**config.mk**
```make
export PLATFORM = sky130hd
export DESIGN_NAME = cam_bringup_seq
export DESIGN_NICKNAME = d
export VERILOG_FILES = /design/src/rtl/bringup_pkg.sv /design/src/rtl/bringup_framer.sv /design/src/rtl/bringup_cfgtab.sv /design/src/rtl/bringup_ctl.sv /design/src/rtl/cam_bringup_seq.sv
export SDC_FILE = /design/constraint.sdc
export NUM_CORES = 1
export LEC_CHECK = 0
export BUFFER_PORTS_ARGS = -buffer_cell sky130_fd_sc_hd__buf_2
export CORE_UTILIZATION = 50
export CTS_BUF_LIST = sky130_fd_sc_hd__clkbuf_8
export CTS_CLUSTER_SIZE = 28
export DETAILED_ROUTE_END_ITERATION = 8
export PLACE_DENSITY = 0.76
export SYNTH_ARGS = -nofsm -noshare
export SYNTH_HDL_FRONTEND = slang
export SYNTH_SLANG_ARGS = --single-unit
```
**constraint.sdc**
```tcl
create_clock -name clk_i -period 2.9 [get_ports clk_i]
set_clock_uncertainty 0.2 [all_clocks]
set_input_delay 0.145 -clock clk_i [delete_from_list [all_inputs] [get_ports clk_i]]
set_output_delay 0.145 -clock clk_i [all_outputs]
set_load 0.02 [all_outputs]
```
**src/rtl/bringup_pkg.sv**
```systemverilog
package bringup_pkg;

   localparam int REQ_W = 72;
   localparam int CMD_W = 7;
   localparam int DEV_W = 3;

   localparam logic [CMD_W-1:0] OP_WRITE    = 7'b0000100;
   localparam logic [7:0]       ADDR_CFG    = 8'h03;
   localparam logic [7:0]       ADDR_REPLY0 = 8'h04;
   localparam int               LASTDEV_BIT = 28;

   typedef enum logic [3:0] {
      PH_IDLE, PH_RST, PH_CHAIN, PH_LC, PH_DATA, PH_MASK,
      PH_GMR, PH_RWR, PH_CFG, PH_DRAIN, PH_DONE
   } phase_t;

   // header selecting an internal register of one device
   function automatic logic [REQ_W-1:0] reg_hdr(input logic [7:0] a,
                                                input logic [DEV_W-1:0] d);
      logic [REQ_W-1:0] h;
      h        = '0;
      h[8:1]   = a;
      h[34:32] = d;
      return h;
   endfunction

   // header selecting a data (mask_sel=0) or mask (mask_sel=1) array entry
   function automatic logic [REQ_W-1:0] arr_hdr(input logic mask_sel,
                                                input logic [14:0] idx,
                                                input logic [DEV_W-1:0] d);
      logic [REQ_W-1:0] h;
      h          = '0;
      h[25:24]   = mask_sel ? 2'b10 : 2'b01;
      h[23:22]   = 2'b11;
      h[15:1]    = idx;
      h[34:32]   = d;
      return h;
   endfunction

   // address of the k-th global mask register
   function automatic logic [7:0] gmr_addr(input logic [3:0] k);
      if (k < 4'd7)       return 8'h10 + {4'd0, k};
      else if (k < 4'd9)  return 8'h20 + {4'd0, k - 4'd7};
      else if (k < 4'd11) return 8'h24 + {4'd0, k - 4'd9};
      else                return 8'h30 + {4'd0, k - 4'd11};
   endfunction

   // reply-width data carrying the device ID in the three width fields
   function automatic logic [REQ_W-1:0] reply_word(input logic [DEV_W-1:0] d);
      logic [REQ_W-1:0] w;
      w        = '0;
      w[2:0]   = d;
      w[26:24] = d;
      w[50:48] = d;
      return w;
   endfunction

endpackage

```
**src/rtl/bringup_framer.sv**
```systemverilog
module bringup_framer
   import bringup_pkg::*;
(
   input  logic             clk_i,
   input  logic             rst_ni,
   input  logic             go_i,
   input  logic [REQ_W-1:0] hdr_i,
   input  logic [REQ_W-1:0] dat_i,
   output logic             ready_o,
   output logic             last_o,
   output logic             strobe_o,
   output logic [CMD_W-1:0] cmd_o,
   output logic [REQ_W-1:0] req_o
);

   logic             act_q;
   logic [1:0]       beat_q;
   logic [REQ_W-1:0] hdr_q, dat_q;

   assign ready_o = !act_q || (beat_q == 2'd3);
   assign last_o  = act_q && (beat_q == 2'd3);

   always_ff @(posedge clk_i or negedge rst_ni) begin
      if (!rst_ni) begin
         act_q  <= 1'b0;
         beat_q <= 2'd0;
         hdr_q  <= '0;
         dat_q  <= '0;
      end else if (go_i && ready_o) begin
         act_q  <= 1'b1;
         beat_q <= 2'd0;
         hdr_q  <= hdr_i;
         dat_q  <= dat_i;
      end else if (act_q) begin
         if (beat_q == 2'd3) act_q <= 1'b0;
         beat_q <= beat_q + 2'd1;
      end
   end

   assign strobe_o = act_q && !beat_q[1];
   assign cmd_o    = act_q ? OP_WRITE : '0;
   assign req_o    = !act_q ? '0 : (beat_q[1] ? dat_q : hdr_q);

   // header beats come in pairs with a stable bus
   a_r3_hdr_pair : assert property (@(posedge clk_i) disable iff (!rst_ni)
      $rose(strobe_o) |=> (strobe_o && $stable(req_o)));
   // the strobe drops after two header beats
   a_r3_strobe_two : assert property (@(posedge clk_i) disable iff (!rst_ni)
      (strobe_o && $past(strobe_o)) |=> !strobe_o);

endmodule

```
**src/rtl/bringup_cfgtab.sv**
```systemverilog
module bringup_cfgtab
   import bringup_pkg::*;
#(
   parameter int         NUM_DEV    = 4,
   parameter logic [7:0] GROUP_LAST = 8'b0000_1000,
   parameter logic [1:0] PIPE_DLY   = 2'b00
) (
   input  logic [DEV_W-1:0] dev_idx_i,
   output logic [REQ_W-1:0] cfg_word_o
);

   localparam int SLOTS = 1 << DEV_W;

   function automatic logic [REQ_W-1:0] cfg_of(input int i);
      logic [REQ_W-1:0] w;
      int first, last;
      w     = '0;
      w[31] = 1'b1;
      w[30] = 1'b1;
      w[29] = GROUP_LAST[i];
      w[LASTDEV_BIT] = (i == NUM_DEV - 1);
      w[1:0] = PIPE_DLY;
      last  = NUM_DEV - 1;
      for (int j = NUM_DEV - 1; j >= 0; j--)
         if (j >= i && GROUP_LAST[j]) last = j;
      first = 0;
      for (int j = 0; j < NUM_DEV; j++)
         if (j < i && GROUP_LAST[j]) first = j + 1;
      for (int j = 0; j < 7; j++)
         if (j >= first && j < last) w[5 + j] = 1'b1;
      return w;
   endfunction

   logic [REQ_W-1:0] tbl [SLOTS];

   for (genvar g = 0; g < SLOTS; g++) begin : g_slot
      if (g < NUM_DEV) begin : g_dev
         assign tbl[g] = cfg_of(g);
      end else begin : g_none
         assign tbl[g] = '0;
      end
   end

   assign cfg_word_o = tbl[dev_idx_i];

endmodule

```
**src/rtl/bringup_ctl.sv**
```systemverilog
module bringup_ctl
   import bringup_pkg::*;
#(
   parameter int             NUM_DEV      = 4,
   parameter int             ENTRY_AW     = 15,
   parameter int             RST_CYC      = 32,
   parameter int             ID_CYC       = 16,
   parameter bit             MASK_REG_EN  = 1'b1,
   parameter int             MASK_REG_CNT = 15,
   parameter logic [REQ_W-1:0] MASK_REG_VAL = '1,
   parameter bit             REPLY_ID     = 1'b1
) (
   input  logic             clk_i,
   input  logic             rst_ni,
   input  logic             start_i,
   input  logic             frm_ready_i,
   input  logic             frm_last_i,
   input  logic [REQ_W-1:0] cfg_word_i,
   output logic [DEV_W-1:0] dev_idx_o,
   output logic             go_o,
   output logic [REQ_W-1:0] hdr_o,
   output logic [REQ_W-1:0] dat_o,
   output logic             dev_rst_no,
   output logic             chain_o,
   output logic             ready_o
);

   localparam int CHAIN_CYC = ID_CYC * NUM_DEV;
   localparam int WAIT_MAX  = (RST_CYC > CHAIN_CYC) ? RST_CYC : CHAIN_CYC;
   localparam int CNT_W     = $clog2(WAIT_MAX + 1);
   localparam logic [DEV_W-1:0]    DEV_LAST = DEV_W'(NUM_DEV - 1);
   localparam logic [ENTRY_AW-1:0] ENT_LAST = '1;
   localparam logic [3:0]          GMR_LAST = 4'(MASK_REG_CNT - 1);
   localparam phase_t              AFTER_MASK = MASK_REG_EN ? PH_GMR : PH_RWR;

   phase_t              ph_q;
   logic [CNT_W-1:0]    cnt_q;
   logic [DEV_W-1:0]    dev_q;
   logic [ENTRY_AW-1:0] ent_q;
   logic [3:0]          reg_q;
   logic                want;

   assign want = (ph_q == PH_LC) || (ph_q == PH_DATA) || (ph_q == PH_MASK) ||
                 (ph_q == PH_GMR) || (ph_q == PH_RWR) || (ph_q == PH_CFG);
   assign go_o       = want && frm_ready_i;
   assign dev_idx_o  = dev_q;
   assign dev_rst_no = !((ph_q == PH_IDLE) || (ph_q == PH_RST));
   assign chain_o    = dev_rst_no;
   assign ready_o    = (ph_q == PH_DONE);

   always_comb begin
      hdr_o = '0;
      dat_o = '0;
      unique case (ph_q)
         PH_LC: begin
            hdr_o = reg_hdr(ADDR_CFG, DEV_LAST);
            dat_o[LASTDEV_BIT] = 1'b1;
         end
         PH_DATA: hdr_o = arr_hdr(1'b0, 15'(ent_q), dev_q);
         PH_MASK: begin
            hdr_o = arr_hdr(1'b1, 15'(ent_q), dev_q);
            dat_o = '1;
         end
         PH_GMR: begin
            hdr_o = reg_hdr(gmr_addr(reg_q), dev_q);
            dat_o = MASK_REG_VAL;
         end
         PH_RWR: begin
            hdr_o = reg_hdr(ADDR_REPLY0 + {4'd0, reg_q}, dev_q);
            dat_o = REPLY_ID ? reply_word(dev_q) : '0;
         end
         PH_CFG: begin
            hdr_o = reg_hdr(ADDR_CFG, dev_q);
            dat_o = cfg_word_i;
         end
         default: ;
      endcase
   end

   always_ff @(posedge clk_i or negedge rst_ni) begin
      if (!rst_ni) begin
         ph_q  <= PH_IDLE;
         cnt_q <= '0;
         dev_q <= '0;
         ent_q <= '0;
         reg_q <= '0;
      end else begin
         unique case (ph_q)
            PH_IDLE, PH_DONE: if (start_i) begin
               ph_q  <= PH_RST;
               cnt_q <= '0;
            end
            PH_RST: if (cnt_q == CNT_W'(RST_CYC - 1)) begin
               ph_q  <= PH_CHAIN;
               cnt_q <= '0;
            end else cnt_q <= cnt_q + 1'b1;
            PH_CHAIN: if (cnt_q == CNT_W'(CHAIN_CYC - 1)) begin
               ph_q  <= PH_LC;
               cnt_q <= '0;
            end else cnt_q <= cnt_q + 1'b1;
            PH_LC: if (go_o) begin
               ph_q  <= PH_DATA;
               dev_q <= '0;
               ent_q <= '0;
            end
            PH_DATA, PH_MASK: if (go_o) begin
               if (ent_q == ENT_LAST) begin
                  ent_q <= '0;
                  if (dev_q == DEV_LAST) begin
                     dev_q <= '0;
                     reg_q <= '0;
                     ph_q  <= (ph_q == PH_DATA) ? PH_MASK : AFTER_MASK;
                  end else dev_q <= dev_q + 1'b1;
               end else ent_q <= ent_q + 1'b1;
            end
            PH_GMR, PH_RWR: if (go_o) begin
               if (reg_q == ((ph_q == PH_GMR) ? GMR_LAST : 4'd3)) begin
                  reg_q <= '0;
                  if (dev_q == DEV_LAST) begin
                     dev_q <= '0;
                     ph_q  <= (ph_q == PH_GMR) ? PH_RWR : PH_CFG;
                  end else dev_q <= dev_q + 1'b1;
               end else reg_q <= reg_q + 1'b1;
            end
            PH_CFG: if (go_o) begin
               if (dev_q == DEV_LAST) begin
                  dev_q <= '0;
                  ph_q  <= PH_DRAIN;
               end else dev_q <= dev_q + 1'b1;
            end
            PH_DRAIN: if (frm_last_i) ph_q <= PH_DONE;
            default: ph_q <= PH_IDLE;
         endcase
      end
   end

   // no write is launched while the chain is in reset or unidentified
   a_r2_write_after_chain : assert property (@(posedge clk_i) disable iff (!rst_ni)
      go_o |-> (dev_rst_no && chain_o));
   // a start while done restarts the reset phase
   a_r12_restart : assert property (@(posedge clk_i) disable iff (!rst_ni)
      (ready_o && start_i) |=> (!dev_rst_no && !ready_o));

endmodule

```
**src/rtl/cam_bringup_seq.sv**
```systemverilog
module cam_bringup_seq
   import bringup_pkg::*;
#(
   parameter int               NUM_DEV      = 4,
   parameter int               ENTRY_AW     = 15,
   parameter int               RST_CYC      = 32,
   parameter int               ID_CYC       = 16,
   parameter bit               MASK_REG_EN  = 1'b1,
   parameter int               MASK_REG_CNT = 15,
   parameter logic [REQ_W-1:0] MASK_REG_VAL = '1,
   parameter bit               REPLY_ID     = 1'b1,
   parameter logic [7:0]       GROUP_LAST   = 8'b0000_1000,
   parameter logic [1:0]       PIPE_DLY     = 2'b00
) (
   input  logic             clk_i,
   input  logic             rst_ni,
   input  logic             start_i,
   output logic             dev_rst_no,
   output logic             dev_strobe_o,
   output logic [CMD_W-1:0] dev_cmd_o,
   output logic [REQ_W-1:0] dev_req_o,
   output logic             id_chain_o,
   output logic             ready_o
);

   if (NUM_DEV < 1 || NUM_DEV > 8) begin : g_bad_num_dev
      $error("NUM_DEV must lie in 1..8");
   end
   if (ENTRY_AW < 1 || ENTRY_AW > 15) begin : g_bad_entry_aw
      $error("ENTRY_AW must lie in 1..15");
   end
   if (MASK_REG_CNT < 1 || MASK_REG_CNT > 15) begin : g_bad_gmr_cnt
      $error("MASK_REG_CNT must lie in 1..15");
   end
   if (RST_CYC < 1 || ID_CYC < 1) begin : g_bad_wait
      $error("RST_CYC and ID_CYC must be positive");
   end
   if (!GROUP_LAST[NUM_DEV-1]) begin : g_bad_groups
      $error("the final device must close an SRAM group");
   end

   logic             frm_ready, frm_last, go;
   logic [REQ_W-1:0] hdr, dat, cfg_word;
   logic [DEV_W-1:0] dev_idx;

   bringup_ctl #(
      .NUM_DEV(NUM_DEV), .ENTRY_AW(ENTRY_AW), .RST_CYC(RST_CYC),
      .ID_CYC(ID_CYC), .MASK_REG_EN(MASK_REG_EN), .MASK_REG_CNT(MASK_REG_CNT),
      .MASK_REG_VAL(MASK_REG_VAL), .REPLY_ID(REPLY_ID)
   ) ctl_i (
      .clk_i(clk_i), .rst_ni(rst_ni), .start_i(start_i),
      .frm_ready_i(frm_ready), .frm_last_i(frm_last), .cfg_word_i(cfg_word),
      .dev_idx_o(dev_idx), .go_o(go), .hdr_o(hdr), .dat_o(dat),
      .dev_rst_no(dev_rst_no), .chain_o(id_chain_o), .ready_o(ready_o)
   );

   bringup_cfgtab #(
      .NUM_DEV(NUM_DEV), .GROUP_LAST(GROUP_LAST), .PIPE_DLY(PIPE_DLY)
   ) cfg_i (
      .dev_idx_i(dev_idx), .cfg_word_o(cfg_word)
   );

   bringup_framer frm_i (
      .clk_i(clk_i), .rst_ni(rst_ni), .go_i(go), .hdr_i(hdr), .dat_i(dat),
      .ready_o(frm_ready), .last_o(frm_last), .strobe_o(dev_strobe_o),
      .cmd_o(dev_cmd_o), .req_o(dev_req_o)
   );

   // the strobe is quiet while the devices are held in reset
   a_r1_quiet_in_reset : assert property (@(posedge clk_i) disable iff (!rst_ni)
      !dev_rst_no |-> !dev_strobe_o);
   // once done the buses stay idle
   a_r11_idle_when_ready : assert property (@(posedge clk_i) disable iff (!rst_ni)
      ready_o |-> (!dev_strobe_o && dev_req_o == '0 && dev_cmd_o == '0));

endmodule

```
# ---- After elaboration in Yosys (flattened, before gate mapping)
# Memory sizes are Yosys's and may differ from the RTL's.
# Cells that the tools add are included.
dict set report word_totals {
  register_bits 180
  mem_bits_ro 576
  inputBits 3
  wordCells 143
  memories 1
}
# name words width read_ports rd_ports_with_merged_regs write_ports line_no
set memory_table {}
lappend memory_table {{(name not given)} 8 72 1 0 0 bringup_cfgtab.sv:44} ;# assign cfg_word_o = tbl[dev_idx_i];
dict set report op_classes {
  add_sub_neg 13
  order_cmp 4
  eq_ne 29
  mux 56
  bitwise_logic 1
  n_reduce_logical 30
}
# operator count
set ops {}
lappend ops {{two-way mux 72 bit} 4}
lappend ops {{case mux 35 bit (6 select lines)} 1}
lappend ops {{case mux 43 bit (3 select lines)} 1}
lappend ops {{case mux 28 bit (3 select lines)} 1}
lappend ops {{two-way mux 4 bit} 20}
lappend ops {{two-way mux 15 bit} 3}
lappend ops {{case mux 4 bit (8 select lines)} 1}
lappend ops {{case mux 15 bit (2 select lines)} 1}
lappend ops {{two-way mux 3 bit} 8}
lappend ops {{two-way mux 8 bit} 3}
lappend ops {{adder 6 x 4 -> 7 bit, first input constant} 3}
lappend ops {{two-way mux 7 bit} 3}
lappend ops {{case mux 7 bit (3 select lines)} 1}
lappend ops {{!= test 2 x 1 -> 1 bit, second input constant} 10}
lappend ops {{equality test 4 x 3 -> 1 bit, second input constant} 4}
lappend ops {{adder 15 x 1 -> 15 bit, second input constant} 1}
lappend ops {{equality test 15 bit, second input constant} 1}
lappend ops {{AND reduction 13 bit} 1}
lappend ops {{equality test 4 bit, second input constant} 3}
lappend ops {{case mux 3 bit (4 select lines)} 1}
lappend ops {{equality test 4 x 2 -> 1 bit, second input constant} 2}
lappend ops {{less-than comparator 4 bit, second input constant} 2}
lappend ops {{case mux 4 bit (2 select lines)} 1}
lappend ops {{OR reduction 2 bit} 4}
lappend ops {{33 further kinds} 53}

# ---- Longest topological paths before layout
dict set report depth {
  depth_word 9
  ltp_mapped 9
  mapped_depth_nobuf 8
}

# ---- Hierarchy
# From an unflattened synthesis, not the netlist that was laid out.
dict set report hier_totals {
  hier_cells 1080
  hier_area_um2 11288.3
}
# mod instances cells_per_inst area_each_um2 seq_area_each_um2
set by_module_without_submodules {}
lappend by_module_without_submodules {bringup_framer 1 487 7111.8 3678.5}
lappend by_module_without_submodules {bringup_ctl 1 520 3634.7 825.8}
lappend by_module_without_submodules {bringup_cfgtab 1 73 541.8 0.0}

# ---- Worst setup path after synthesis
# Ideal clock, no wire load.
dict set report synth_path {
  path_kind {register to output}
  startpoint {register frm_i.act_q}
  endpoint {output dev_req_o[23]}
  arrival_ns 2.643
  slack_ns -0.088
  stages_incl_launch_ff 7
  n_path_buf 4
  path_cell_list {dfrtp_1 clkbuf_1 and3_1 clkbuf_1 clkbuf_1 a21o_1 buf_4}
}
dict set report synth_between {
  elab_chain_cells 1
}
# item line_no
set synth_lines {}
lappend synth_lines {{from (decl)} bringup_framer.sv:16} ;# logic act_q;
lappend synth_lines {{from (signal assigned)} bringup_framer.sv:25} ;# act_q <= 1'b0;
lappend synth_lines {{from (signal assigned)} bringup_framer.sv:30} ;# act_q <= 1'b1;
lappend synth_lines {{from (signal assigned)} bringup_framer.sv:35} ;# if (beat_q == 2'd3) act_q <= 1'b0;
lappend synth_lines {{two-way mux 72 bit} bringup_framer.sv:42} ;# assign req_o = !act_q ? '0 : (beat_q[1] ? dat_q : hdr_q);
lappend synth_lines {{to (decl)} cam_bringup_seq.sv:21} ;# output logic [REQ_W-1:0] dev_req_o,
# No other way between the ends.

# ---- Worst setup path in the final report
dict set report layout_path {
  startpoint {register ctl_i.ph_q[0]}
  endpoint {register ctl_i.ph_q[0]}
}
dict set report layout_between {
  elab_chain_cells 9
  elab_cells_between_ends 45
  classes_between {24 x eq/ne; 10 x mux; 11 x reduce/logical}
}
# item line_no
set layout_lines {}
lappend layout_lines {{from (decl)} bringup_ctl.sv:36} ;# phase_t ph_q;
lappend layout_lines {{from (signal assigned)} bringup_ctl.sv:112} ;# ph_q <= (ph_q == PH_DATA) ? PH_MASK : AFTER_MASK;
lappend layout_lines {{from (signal assigned)} bringup_ctl.sv:121} ;# ph_q <= (ph_q == PH_GMR) ? PH_RWR : PH_CFG;
lappend layout_lines {{equality test 4 x 2 -> 1 bit or equality test 4 x 3 -> 1 bit (tied branches)} {bringup_ctl.sv:43, bringup_ctl.sv:88, bringup_ctl.sv:112}}
lappend layout_lines {{logical OR 1 bit (3 in series)} bringup_ctl.sv:43} ;# assign want = (ph_q == PH_LC) || (ph_q == PH_DATA) || (ph_q == PH_MASK) ||
lappend layout_lines {{logical OR 1 bit (2 in series)} bringup_ctl.sv:44} ;# (ph_q == PH_GMR) || (ph_q == PH_RWR) || (ph_q == PH_CFG);
lappend layout_lines {{logical AND 1 bit} bringup_ctl.sv:45} ;# assign go_o = want && frm_ready_i;
lappend layout_lines {{!= test 2 x 1 -> 1 bit (no source line)} --}
lappend layout_lines {{AND reduction 13 bit (no source line)} --}
# Several ways; a longest one is shown, not always the timed one. The select of a mux whose other input is x is not followed.
# A chain may end at the register's enable or synchronous reset.

==> metrics.csv <==
metric,value,unit
ios,86,
slowest_delay,570,ps
final_nets,528,
setup_viol,0,
ys_seq_elements,64,
muxShareOfSynthArea,1.558,%
p_total,1615,uW
drtIter0Drc,422,
p_per_area,356.4,nW/um2
drive_gt1_share,22.88,%
clk_pin_slew,70,ps
async_flop_share,100.0,%
netlist_area,4175,um2
grt_max_degree,56,
worst_skew_pair.late_latency,350,ps
nFillCells,706,
placeableCoreArea,7888,um2
status,finished clean,
die_w,93.38,um
cts_made_buffers,9,
ir_worst_vdd,0.1967,mV
drv_cap,0,
clock_path_buffers,2,
ys_types,58,
seq_area,1602,um2
fin_crit,2638,ps
antenna_left,0,
grt_pass1_wl,15.58,mm
placed_area,4340,um2
start_kind,register,
cts_root_buf,clkbuf_8,
gr-usage-all-layers,22.90,%
multi_input_area,2036,um2
crit_type,reg2reg,
num_vias,3580,
dp_cells,605,
finalHoldViolCount,0,
synth_top_family_by_area,compound AO/OA/AOI/OAI gates,
antenna_found_initial,0,
start_util,52.93,%
synth_edf_count,0,
fin_hold_ws,89.64,ps
crit_chain,"buf_4, and3b_1, a2111oi_0, nor2_1, nor4_1, mux2_2",
first_pass_iters,5,
first_global_vias,3194,
ys_seq_area_share,38.36,%
slowest_stage,a2111oi_0,
synthXorXnorAreaFrac,2.517,%
drt-vias-per-instance,5.756,
die-area,8720,um2
synthSimpleGateAreaFrac,19.21,%
synth_compound_gate_area_share,21.94,%
synth_warnings,0,
route.detailed.drc,0,
cp_max_fo,26,
worstMarginPinSlew,768.7,ps
grt-ovfl-total,0,
synth_cells,481,
syn_avg_cell_area,8.680,um2
max_slew_margin,48.19,%
cp_data_arrival_time,2670,ps
finalWirelength,9.389,mm
fin_crit_sh,90.95,%
drv_slew,0,
cts_max_level,3,
cts_tree,done,
leakagePower,0.002373,uW
wl_per_cell,15.09,um
max_freq,379.1,MHz
num_rows,32,
io_buffers,79,
final_cells,622,
worstHoldPathType,in2async,
n_antenna_cell,0,
place_hpwl,6.915,mm
die_h,93.38,um
postCtsSetupRepairBufs,0,
final.setup.tns,0,ps
synthFlopType,dfrtp_1,
required,2930,ps
gp_congestion,0.8759,
final_area,4533,um2
synthAdderAreaFrac,2.997,%
end_kind,register,
areaGrowthSynthToFinish,8.571,%
rsz0062_at_grt,false,
clock_sinks,64,
## flip-flops by register name, indices dropped and copies added, names as in the netlist
register	cells
frm_i.act_q	1
frm_i.dat_q	7
ctl_i.ent_q	15
ctl_i.ph_q	4
ctl_i.dev_idx_o	3
ctl_i.cnt_q	7
frm_i.hdr_q	21
frm_i.beat_q	2
ctl_i.reg_q	4
## synthesized netlist by cell type, types with 2 or more instances
library cell,number,share of area [%]
dfrtp_1,64,38
buf_4,52,9.3
nor2_1,45,4.0
nand2_1,40,3.6
o21ai_0,33,4.0
a21o_1,22,4.0
clkbuf_1,19,1.7
a21oi_1,18,2.2
nand3_1,15,1.8
inv_1,14,1.3
a22o_1,11,2.3
ha_1,10,3.0
nor3_1,9,1.1
and3_1,8,1.2
nand2b_1,8,1.2
nor2b_1,8,1.2
xnor2_1,7,1.5
nand4_1,6,0.90
nor4_1,6,0.90
o22ai_1,5,0.75
xor2_1,5,1.0
a2111oi_0,4,0.84
a31oi_1,4,0.60
and2_1,4,0.60
buf_2,4,0.48
mux2_2,4,1.1
a211oi_1,3,0.54
a221oi_1,3,0.63
a2bb2oi_1,3,0.63
buf_1,3,0.27
o211ai_1,3,0.54
o21a_1,3,0.54
o22a_1,3,0.63
o31ai_1,3,0.54
o41ai_1,3,0.63
and3b_1,2,0.42
mux2i_1,2,0.48
nor4bb_1,2,0.48
o221ai_1,2,0.42
o2bb2ai_1,2,0.42
or3_1,2,0.30
## cells by family (layout without fill, tap and decap cells)
family | after synthesis | count (layout)
flops | 64 | 64
other cells | 1 | 6
mux | 6 | 6
fa+ha+maj | 10 | 10
xor+xnor | 12 | 12
simple gates | 163 | 163
buf+inv | 93 | 127
compound gates | 132 | 132
## layout by cell type, fill, tap and decap left out, drive strengths merged, types with 4 or more instances in the layout
cell	instances
a2111oi	4
a21o	22
a21oi	18
a22o	11
a31oi	4
and2	4
and3	8
buf	96
clkbuf	11
clkinv	4
conb	6
dfrtp	64
ha	10
inv	14
mux2	4
nand2	40
nand2b	8
nand3	15
nand4	6
nor2	45
nor2b	8
nor3	9
nor4	6
o21a	4
o21ai	33
o22ai	5
o41ai	4
xnor2	7
xor2	5
## routing by layer
layer	vias up	global-route usage (%)	wire [um]
li1	1734	-	-
met1	1680	30.76	4245
met2	152	36.64	4388
met3	14	4.878	605
met4	0	7.949	150
met5	-	0	0
## power by group
part           internal (uW)  switching, uW
Sequential               892              0
Clock                    353            341
Combinational           4.01           24.6
Total                   1250            366
## area by class of cell
type,count,area share (%)
Sequential cell,64,35.33
Timing Repair Buffer,97,11.76
Inverter,14,1.159
Clock buffer,11,3.340
Tap cell,102,2.815
Multi-Input combinational cell,329,44.91
Clock inverter,5,0.6900
## through the flow
| stage | util, % | setup WS (ps) |
|---|---|---|
| after floorplan | - | 497.2 |
| after global routing | 57.47 | 94.21 |
| after detailed placement | 55.03 | 294.2 |
| after global placement | 55.03 | 445.5 |
| after CTS | 57.47 | 280.3 |
| final | 57.47 | 262.4 |
## worst max-delay path: cells and delay by family, from the launching register on
kind / cells / cell delay (ps)
buffers and inverters: 1 / 210
AO/OA/AOI/OAI: 1 / 570
flip-flops: 1 / 370
AND/OR/NAND/NOR: 3 / 790
multiplexers: 1 / 380
## worst paths after layout
path | from | to | slack (ps) | depth (start not counted)
max | ctl_i.ph_q[0] | ctl_i.ph_q[0] | 260 | 6
min | rst_ni | frm_i.beat_q[1] | 90 | 3
max reg2reg | ctl_i.ph_q[0] | ctl_i.ph_q[0] | 260 | 6
min reg2reg | frm_i.dat_q[50] | frm_i.dat_q[50] | 260 | 2
max in group asynchronous | rst_ni | ctl_i.ent_q[7] | 1890 | 3
min in group clk_i | start_i | ctl_i.cnt_q[5] | 250 | 4
## repair_timing
item	CTS	global route
resized for setup	0	0
hold buffers	1	0
hold endpoints to repair	64	0
(Power assumes the default switching activity.)
